File: config.mk
export PLATFORM = sky130hd
export DESIGN_NAME = sdac_front
export DESIGN_NICKNAME = d
export VERILOG_FILES = /design/src/rtl/sdac_pkg.sv /design/src/rtl/sdac_sync.sv /design/src/rtl/sdac_edge.sv /design/src/rtl/sdac_shift.sv /design/src/rtl/sdac_hold.sv /design/src/rtl/sdac_front.sv
export SDC_FILE = /design/constraint.sdc
export NUM_CORES = 1
export LEC_CHECK = 0
export ABC_AREA = 1
export BUFFER_PORTS_ARGS = -buffer_cell sky130_fd_sc_hd__buf_2
export CORE_UTILIZATION = 49
export DETAILED_ROUTE_END_ITERATION = 8
export GPL_ROUTABILITY_DRIVEN = 0
export PLACE_DENSITY = 0.78
export SYNTH_ARGS = -nofsm -noshare
export SYNTH_HDL_FRONTEND = slang
export SYNTH_HIERARCHICAL = 1
export SYNTH_SLANG_ARGS = --single-unit
File: constraint.sdc
create_clock -name clk -period 1.4 [get_ports clk]
set_input_delay 0.07 -clock clk [delete_from_list [all_inputs] [get_ports clk]]
set_output_delay 0.07 -clock clk [all_outputs]
set_load 0.02 [all_outputs]
File: src/rtl/sdac_pkg.sv
package sdac_pkg;

    // Synchronised serial pin levels
    typedef struct packed {
        logic cs_n;
        logic sclk;
        logic din;
    } pins_t;

    // History used for edge detection
    typedef struct packed {
        logic cs_n;
        logic sclk;
    } hist_t;

    localparam pins_t PINS_IDLE = '{cs_n: 1'b1, sclk: 1'b0, din: 1'b0};
    localparam hist_t HIST_IDLE = '{cs_n: 1'b1, sclk: 1'b0};

endpackage

File: src/rtl/sdac_sync.sv
module sdac_sync
    import sdac_pkg::*;
#(
    parameter int STAGES = 2
) (
    input  logic  clk,
    input  logic  por,
    input  pins_t raw,
    output pins_t sync
);
    pins_t stg_d [STAGES];
    pins_t stg_q [STAGES];

    always_comb stg_d[0] = raw;

    for (genvar g = 1; g < STAGES; g++) begin : g_chain
        always_comb stg_d[g] = stg_q[g-1];
    end

    for (genvar g = 0; g < STAGES; g++) begin : g_reg
        always_ff @(posedge clk or posedge por) begin
            if (por) stg_q[g] <= PINS_IDLE;
            else     stg_q[g] <= stg_d[g];
        end
    end

    assign sync = stg_q[STAGES-1];
endmodule

File: src/rtl/sdac_edge.sv
module sdac_edge
    import sdac_pkg::*;
(
    input  logic  clk,
    input  logic  por,
    input  pins_t lvl,
    output logic  cs_rise,
    output logic  sh_en
);
    hist_t prev_d, prev_q;

    always_comb begin
        prev_d.cs_n = lvl.cs_n;
        prev_d.sclk = lvl.sclk;
    end

    always_ff @(posedge clk or posedge por) begin
        if (por) prev_q <= HIST_IDLE;
        else     prev_q <= prev_d;
    end

    assign cs_rise = lvl.cs_n & ~prev_q.cs_n;
    assign sh_en   = lvl.sclk & ~prev_q.sclk & ~lvl.cs_n;
endmodule

File: src/rtl/sdac_shift.sv
module sdac_shift #(
    parameter int W = 16
) (
    input  logic         clk,
    input  logic         sh_en,
    input  logic         bit_in,
    input  logic         pre_en,
    input  logic [W-1:0] pre_val,
    output logic [W-1:0] q
);
    logic [W-1:0] sr_d, sr_q;

    always_comb begin
        sr_d = sr_q;
        if (pre_en)     sr_d = pre_val;
        else if (sh_en) sr_d = {sr_q[W-2:0], bit_in};
    end

    // No reset: content survives power-on reset by design
    always_ff @(posedge clk) sr_q <= sr_d;

    assign q = sr_q;
endmodule

File: src/rtl/sdac_hold.sv
module sdac_hold #(
    parameter int W = 16
) (
    input  logic         clk,
    input  logic         por,
    input  logic         load,
    input  logic [W-1:0] d,
    output logic [W-1:0] q
);
    logic [W-1:0] code_d, code_q;

    always_comb begin
        code_d = code_q;
        if (load) code_d = d;
    end

    always_ff @(posedge clk or posedge por) begin
        if (por) code_q <= '0;
        else     code_q <= code_d;
    end

    assign q = code_q;
endmodule

File: src/rtl/sdac_front.sv
module sdac_front
    import sdac_pkg::*;
#(
    parameter int W           = 16,
    parameter int SYNC_STAGES = 2
) (
    input  logic         clk,
    input  logic         por,
    input  logic         cs_n,
    input  logic         sclk,
    input  logic         din,
    input  logic         preload_en,
    input  logic [W-1:0] preload_val,
    output logic [W-1:0] dac_code,
    output logic [W-1:0] shift_obs
);
    pins_t pin_raw, pin_s;
    logic  cs_rise, sh_en, bit_s;

    always_comb begin
        pin_raw.cs_n = cs_n;
        pin_raw.sclk = sclk;
        pin_raw.din  = din;
    end

    sdac_sync #(.STAGES(SYNC_STAGES)) u_sync (
        .clk(clk), .por(por), .raw(pin_raw), .sync(pin_s)
    );

    sdac_edge u_edge (
        .clk(clk), .por(por), .lvl(pin_s), .cs_rise(cs_rise), .sh_en(sh_en)
    );

    assign bit_s = pin_s.din;

    sdac_shift #(.W(W)) u_shift (
        .clk(clk), .sh_en(sh_en), .bit_in(bit_s),
        .pre_en(preload_en), .pre_val(preload_val), .q(shift_obs)
    );

    sdac_hold #(.W(W)) u_hold (
        .clk(clk), .por(por), .load(cs_rise), .d(shift_obs), .q(dac_code)
    );
endmodule

Word-level counts from Yosys, hierarchy flattened:

Cells that the tools add are included.

* bits in registers: 40
* input port bits: 22
* output and inout bits: 32
* word-level logic and storage cells: 19

* mux-type cells: 2
* bitwise logic cells: 6
* reductions and logical operators: 1

Operators by type and width (count)
* 16-bit two-way mux: 2
* 1-bit AND: 3
* 1-bit NOT: 3
* 2-bit nonzero test: 1

Logic depth before layout (Yosys ltp):

Gate-level depths: netlist of the first run.

* word-level depth: 5
* depth in mapped cells: 7
* mapped depth without buffers: 5

Hierarchy:

The synthesis of the first run kept the hierarchy.

By module, submodules not included
* sdac_shift: instances 1, cells each 69, area an instance 730.7 µm², seq. area each 480.5 µm²
* sdac_hold: instances 1, cells each 69, area an instance 648.1 µm², seq. area each 400.4 µm²
* sdac_sync: instances 1, cells each 7, area an instance 156.4 µm², seq. area each 152.6 µm²
* sdac_edge: instances 1, cells each 7, area an instance 75.1 µm², seq. area each 51.3 µm²

Least setup slack after synthesis of the first run:

No wires, ideal clock.

* path type: reg-to-reg
* from: register u_sync.stg_q, in the netlist u_sync/sync[2]
* to: register u_shift.sr_q[0], in the netlist u_shift/q[0] (enable)
* setup time: 0.323 ns
* data arrival time: 1.007 ns
* required time: 1.077 ns
* setup slack: 0.070 ns
* cell stages (with the launch flop): 5
* path buffers: 0
* clock period less this slack: 1.330 ns
* cells stage by stage: dfstp_2 -> inv_2 -> nand2_2 -> nor2_2 -> or2_1

* longest elaborated chain between the ends: 3

Ends and longest elaborated chain
* from (decl): RTL line sdac_sync.sv:12 `pins_t stg_q [STAGES];`
* from (signal, indexed assignment): RTL line sdac_sync.sv:23 `else stg_q[g] <= stg_d[g];`
* 1-bit NOT: RTL line sdac_edge.sv:23 `assign sh_en = lvl.sclk & ~prev_q.sclk & ~lvl.cs_n;`
* 1-bit AND: RTL line sdac_edge.sv:23
* named net sh_en: RTL line sdac_front.sv:18 `logic cs_rise, sh_en, bit_s;`
* 2-bit nonzero test (no line)
* to (signal assigned): RTL line sdac_shift.sv:20 `always_ff @(posedge clk) sr_q <= sr_d;`
* to (decl): RTL line sdac_shift.sv:11 `logic [W-1:0] sr_d, sr_q;`

The timed path passes the listed nets, and every way through them passes these cells.
A chain may end at the register's enable or synchronous reset.

Worst setup path in the final report of the first run:

Ends and elaborated chain as after synthesis.

==> results of run 1 <==
[final cells by class]
cell class	count	area, sq um
clock inverters	1	3.75
inverters	6	32.5
flip-flops and latches	40	1080
repair buffers	70	438
clock buffers	7	55.1
well taps	44	55.1
multi-input cells	100	408
fillers	265	1000
[per-stage QoR]
step / total power, mW / setup WS [ns] / instances / utilization / instance area (sq um)
final: 2.48 / 0.111 / 268 / 0.675 / 2080
after global placement: 1.90 / 0.140 / 247 / 0.613 / 1890
after floorplan: 1.75 / 0.0697 / 152 / - / 1610
after global routing: 2.61 / 0.0693 / 268 / 0.675 / 2080
after CTS: 2.51 / 0.104 / 268 / 0.675 / 2080
after detailed placement: 1.91 / 0.117 / 247 / 0.613 / 1890
[layer usage]
layer / part of all wire / GRT usage / vias up
met4: 0.011 / 0.119 / 0
met1: 0.42 / 0.245 / 547
met2: 0.53 / 0.307 / 39
li1: - / - / 612
met5: 0 / 0 / -
met3: 0.044 / 0.0459 / 4
[report_power, final]
group | total, mW | switching [mW] | internal (mW)
Clock | 0.571 | 0.330 | 0.241
Sequential | 1.43 | 0.0783 | 1.35
Combinational | 0.479 | 0.298 | 0.182
[cell usage in the layout, fill, tap and decap left out, types with 2 or more instances in the layout]
| cell | instances |
|---|---|
| buf_2 | 53 |
| buf_4 | 3 |
| clkbuf_4 | 5 |
| dfrtp_1 | 21 |
| dfstp_2 | 3 |
| dlygate4sd3_1 | 13 |
| edfxtp_1 | 16 |
| inv_1 | 3 |
| inv_6 | 2 |
| nand2_1 | 86 |
| nand2_2 | 11 |
[worst max path at each step]
| stage | start | end | slack [ns] |
|---|---|---|---|
| floorplan | u_sync/sync[2] | u_shift/q[0] | 0.07 |
| global placement | u_sync/sync[2] | u_shift/q[12] | 0.14 |
| detailed placement | u_sync/sync[2] | u_shift/q[12] | 0.12 |
| CTS | u_sync/sync[2] | u_shift/q[0] | 0.10 |
| global route | u_sync/sync[2] | u_shift/q[0] | 0.07 |
| finish | u_sync/sync[2] | u_shift/q[0] | 0.11 |
[critical path: stages, from the launching register on]
cell	delay [ns]
dfstp_2	0.55
inv_2	0.04
nand2_2	0.05
nor2_2	0.03
or2_1	0.21
buf_4	0.18
[sequential cells by signal (all words and copies together), names as in the netlist]
signal,cells
u_sync/sync,3
u_shift/q,16
u_hold/q,16
u_edge/prev_q,2
u_sync/stg_d,3
[kinds of logic (layout without fill, tap and decap cells)]
kind of cell	after synthesis	count (layout)
and+or+nand+nor	100	100
buffers and inverters	12	84
DFF	40	40
[what timing repair did]
item,4_1_cts,5_1_grt
endpoints found under the hold margin,36,0
setup endpoints to repair,0,0
hold buffers,13,0
gates resized for setup,0,0
==> results.py, run 1 <==
metrics = {
    "timing": {
        "maxSlewViolCount": 0,
        "min_period_over_period": 0.921,
        "tns_ns": 0,
        "finalHoldViolCount": 0,
        "rsz0062_at_grt": "false",
        "worstMarginPinSlew_ns": 0.592,
        "timing.fmax_ghz": 0.776,
        "hold_slack_ns": 0.0115,
        "setup_viol": 0,
        "slew_headroom": 0.605,
        "min_period_ns": 1.29,
        "skew_ns": 0.0169,
    },
    "min_path": {
        "hold_path.startpoint": "preload_val[8]",
        "holdPathEnd": "u_shift/q[8]",
        "whs_path_depth": 3,
        "hp-class": "in -> reg",
    },
    "global_route": {
        "antenna_found_initial": 0,
        "grt_pass1_wl_um": 4810,
        "grt_usage": 0.195,
        "overflow": 0,
        "grt_max_degree": 18,
        "grt_pass1_vias": 1122,
    },
    "pwr": {
        "ir_worst_vdd_mv": 0.801,
        "power_density_nw_per_um2": 1200,
        "p_leak_nw": 1.10,
    },
    "drt": {
        "postRouteAntennaNets": 0,
        "drt-initial-drc-count": 60,
        "wire_per_inst_um": 11.2,
        "dr.pass1.iters": 4,
        "drt_wl_total_um": 3010,
        "viasPerCell": 4.49,
        "drc": 0,
        "vias": 1202,
    },
    "yosys": {
        "async_reset_ff_frac": 0.600,
        "synth-edff-count": 16,
        "ys_ff_latch": 40,
        "synth_area_leaders": "dfrtp_1 (33%), edfxtp_1 (30%), nand2_1 (20%)",
        "netlist_area_sq_um": 1610,
        "synth.avg_cell_area_sq_um": 10.6,
        "ys.flop_type": "dfrtp_1",
        "synth-adder-area-share": 0,
        "synth_top_area_frac": 0.326,
        "synth.yosys.seq_area_share": 0.674,
        "synth_area_leader_cell": "dfrtp_1",
        "synth-simple-area-share": 0.253,
        "synth_most_common_cell": "nand2_1",
        "syn_nets": 174,
        "synth_top_family_by_area": "simple AND/OR/NAND/NOR gates",
        "synth_compound_area_frac": 0,
        "ys_top_cells_by_count": "nand2_1 (86), dfrtp_1 (21), edfxtp_1 (16)",
        "synth_mux_area_frac": 0,
        "syn_inst": 152,
        "ys_types": 13,
        "yosysWarnings": 6,
        "synth-xor-area-share": 0,
    },
    "floorplan": {
        "fp.dieH_um": 59.3,
        "num_rows": 20,
        "initial_utilization": 0.523,
        "die_area_sq_um": 3520,
        "die_w_um": 59.3,
        "core_area_sq_um": 3080,
        "io_pins": 54,
    },
    "setup_path": {
        "worstSetupPathType": "reg -> reg",
        "rrSetupSlack_ns": 0.11,
        "critPathRequiredTime_ns": 1.49,
        "r2r_end": "u_shift/q[0]",
        "rr_startpoint": "u_sync/sync[2]",
        "start_kind": "register",
        "crit_arrival_ns": 1.38,
        "path_max_fanout": 9,
        "reg2regPathDepth": 5,
        "setup.worst_path.end_class": "register",
    },
    "layout": {
        "drive_gt1_frac": 0.362,
        "n_antenna_cell": 0,
        "nets": 245,
        "areaGrowthSynthToFinish_pct": 29.0,
    },
    "place": {
        "post-dp-hpwl_um": 2110,
        "io_buffers": 53,
    },
    "clock_tree": {
        "path_clk_slew_ns": 0.10,
        "post_cts_buffers": 0,
        "cts_made_buffers": 5,
        "cts_tree": "built",
        "clockBufferDepth": 2,
        "insertion_delay_ns": 0.34,
        "root_buffer": "clkbuf_4",
        "clkSinkCount": 40,
        "htreeDepth": 2,
    },
    "run": {
        "drv_cap": 0,
    },
    "run_status": {
        "status": "finished, final reports clean",
    },
}
Note: power is estimated with default switching activity, not from simulation.
==> run 2: changes to the inputs <==
--- a/config.mk
+++ b/config.mk
@@ -7,10 +7,10 @@
 export LEC_CHECK = 0
 export ABC_AREA = 1
 export BUFFER_PORTS_ARGS = -buffer_cell sky130_fd_sc_hd__buf_2
-export CORE_UTILIZATION = 49
+export CORE_UTILIZATION = 45
 export DETAILED_ROUTE_END_ITERATION = 8
 export GPL_ROUTABILITY_DRIVEN = 0
-export PLACE_DENSITY = 0.78
+export PLACE_DENSITY = 0.73
 export SYNTH_ARGS = -nofsm -noshare
 export SYNTH_HDL_FRONTEND = slang
 export SYNTH_HIERARCHICAL = 1
==> results.py, run 2 (same netlist as run 1, synthesis figures left out) <==
metrics = {
    "floorplan": {
        "fp.dieH_um": 61.8,
        "num_rows": 21,
        "die_w_um": 61.8,
        "core_area_sq_um": 3390,
        "io_pins": 54,
        "die_area_sq_um": 3820,
        "initial_utilization": 0.475,
    },
    "clock_tree": {
        "clockBufferDepth": 2,
        "cts_resized": 0,
        "holdBufCountCts": 15,
        "cts_tree": "built",
        "root_buffer": "clkbuf_4",
        "cts_made_buffers": 5,
        "insertion_delay_ns": 0.34,
        "htreeDepth": 2,
        "post_cts_buffers": 0,
        "path_clk_slew_ns": 0.11,
        "clkSinkCount": 40,
    },
    "drt": {
        "vias": 1193,
        "drt-initial-drc-count": 38,
        "drt_wl_total_um": 3010,
        "postRouteAntennaNets": 0,
        "viasPerCell": 4.39,
        "dr.pass1.iters": 4,
        "wire_per_inst_um": 11.1,
        "drc": 0,
    },
    "layout": {
        "mostFrequentLayoutCell": "nand2_1",
        "n_antenna_cell": 0,
        "drive_gt1_frac": 0.354,
        "final_util": 0.620,
        "fillers": 272,
        "areaGrowthSynthToFinish_pct": 30.5,
        "fin_area_sq_um": 2100,
        "final_cell_mix": "nand2_1 (86), buf_2 (53), dfrtp_1 (21)",
        "nets": 247,
    },
    "min_path": {
        "hold_path.startpoint": "preload_val[13]",
        "whs_path_depth": 3,
        "holdPathEnd": "u_shift/q[13]",
        "hp-class": "in -> reg",
    },
    "pwr": {
        "p_leak_nw": 1.10,
        "power_density_nw_per_um2": 1190,
        "ir_worst_vdd_mv": 0.754,
    },
    "timing": {
        "hold_slack_ns": 0.00658,
        "setup_slack_ns": 0.125,
        "tns_ns": 0,
        "min_period_ns": 1.27,
        "setup_viol": 0,
        "worstMarginPinSlew_ns": 0.591,
        "finalHoldViolCount": 0,
        "rsz0062_at_grt": "false",
        "timing.fmax_ghz": 0.785,
        "skew_ns": 0.0131,
        "maxSlewViolCount": 0,
        "min_period_over_period": 0.910,
        "slew_headroom": 0.606,
    },
    "global_route": {
        "overflow": 0,
        "antenna_found_initial": 0,
        "grt_pass1_wl_um": 4840,
        "grt_pass1_vias": 1041,
        "grt_usage": 0.185,
        "grt_max_degree": 19,
    },
    "place": {
        "io_buffers": 53,
        "dp_slack_ns": 0.137,
        "post-dp-hpwl_um": 2110,
        "placed_area_sq_um": 1880,
    },
    "setup_path": {
        "critPathRequiredTime_ns": 1.50,
        "reg2regPathDepth": 5,
        "setup.worst_path.end_class": "register",
        "crit_arrival_ns": 1.37,
        "rrSetupSlack_ns": 0.13,
        "worstSetupPathType": "reg -> reg",
        "start_kind": "register",
        "r2r_end": "u_shift/q[0]",
        "rr_startpoint": "u_sync/sync[2]",
        "path_max_fanout": 8,
    },
    "run": {
        "drv_cap": 0,
    },
    "run_status": {
        "status": "finished, final reports clean",
    },
}
## run 2: metal layers
| metal | share of wire | global-route usage | vias up |
|---|---|---|---|
| met5 | 0 | 0 | - |
| met4 | 0.017 | 0.0762 | 0 |
| met3 | 0.048 | 0.0683 | 6 |
| met2 | 0.44 | 0.257 | 36 |
| met1 | 0.49 | 0.263 | 538 |
| li1 | - | - | 613 |
## run 2: area by class of cell
cell class	count	area, sq um	share of cell area
Tap cell	46	57.6	0.0274
Clock buffer	8	58.8	0.0280
Inverter	6	32.5	0.0155
Multi-Input combinational cell	100	408	0.194
Timing Repair Buffer	72	460	0.219
Sequential cell	40	1080	0.516
## run 2: power breakdown
| group | internal, mW | switching [mW] |
|---|---|---|
| clock network | 0.248 | 0.339 |
| registers | 1.35 | 0.0762 |
| logic | 0.185 | 0.299 |
## run 2: worst max path at each step
stage / from / endpoint / slack [ns]
floorplan: u_sync/sync[2] / u_shift/q[0] / 0.07
global placement: u_sync/sync[2] / u_shift/q[2] / 0.14
detailed placement: u_sync/sync[2] / u_shift/q[2] / 0.14
CTS: u_sync/sync[2] / u_shift/q[3] / 0.12
global route: u_sync/sync[2] / u_shift/q[14] / 0.08
finish: u_sync/sync[2] / u_shift/q[0] / 0.13
## run 2: worst max-delay path, stage by stage, from the launching register on
cell and delay, ns:
dfstp_2 0.55, inv_2 0.04, nand2_2 0.05, nor2_2 0.03
or2_1 0.21, buf_4 0.17
## run 2: stage by stage
step                power, mW  std cells
CTS                      2.52        271
floorplan                1.75        152
global route             2.66        272
finish                   2.50        272
global placement         1.90        248
detailed placement       1.91        248
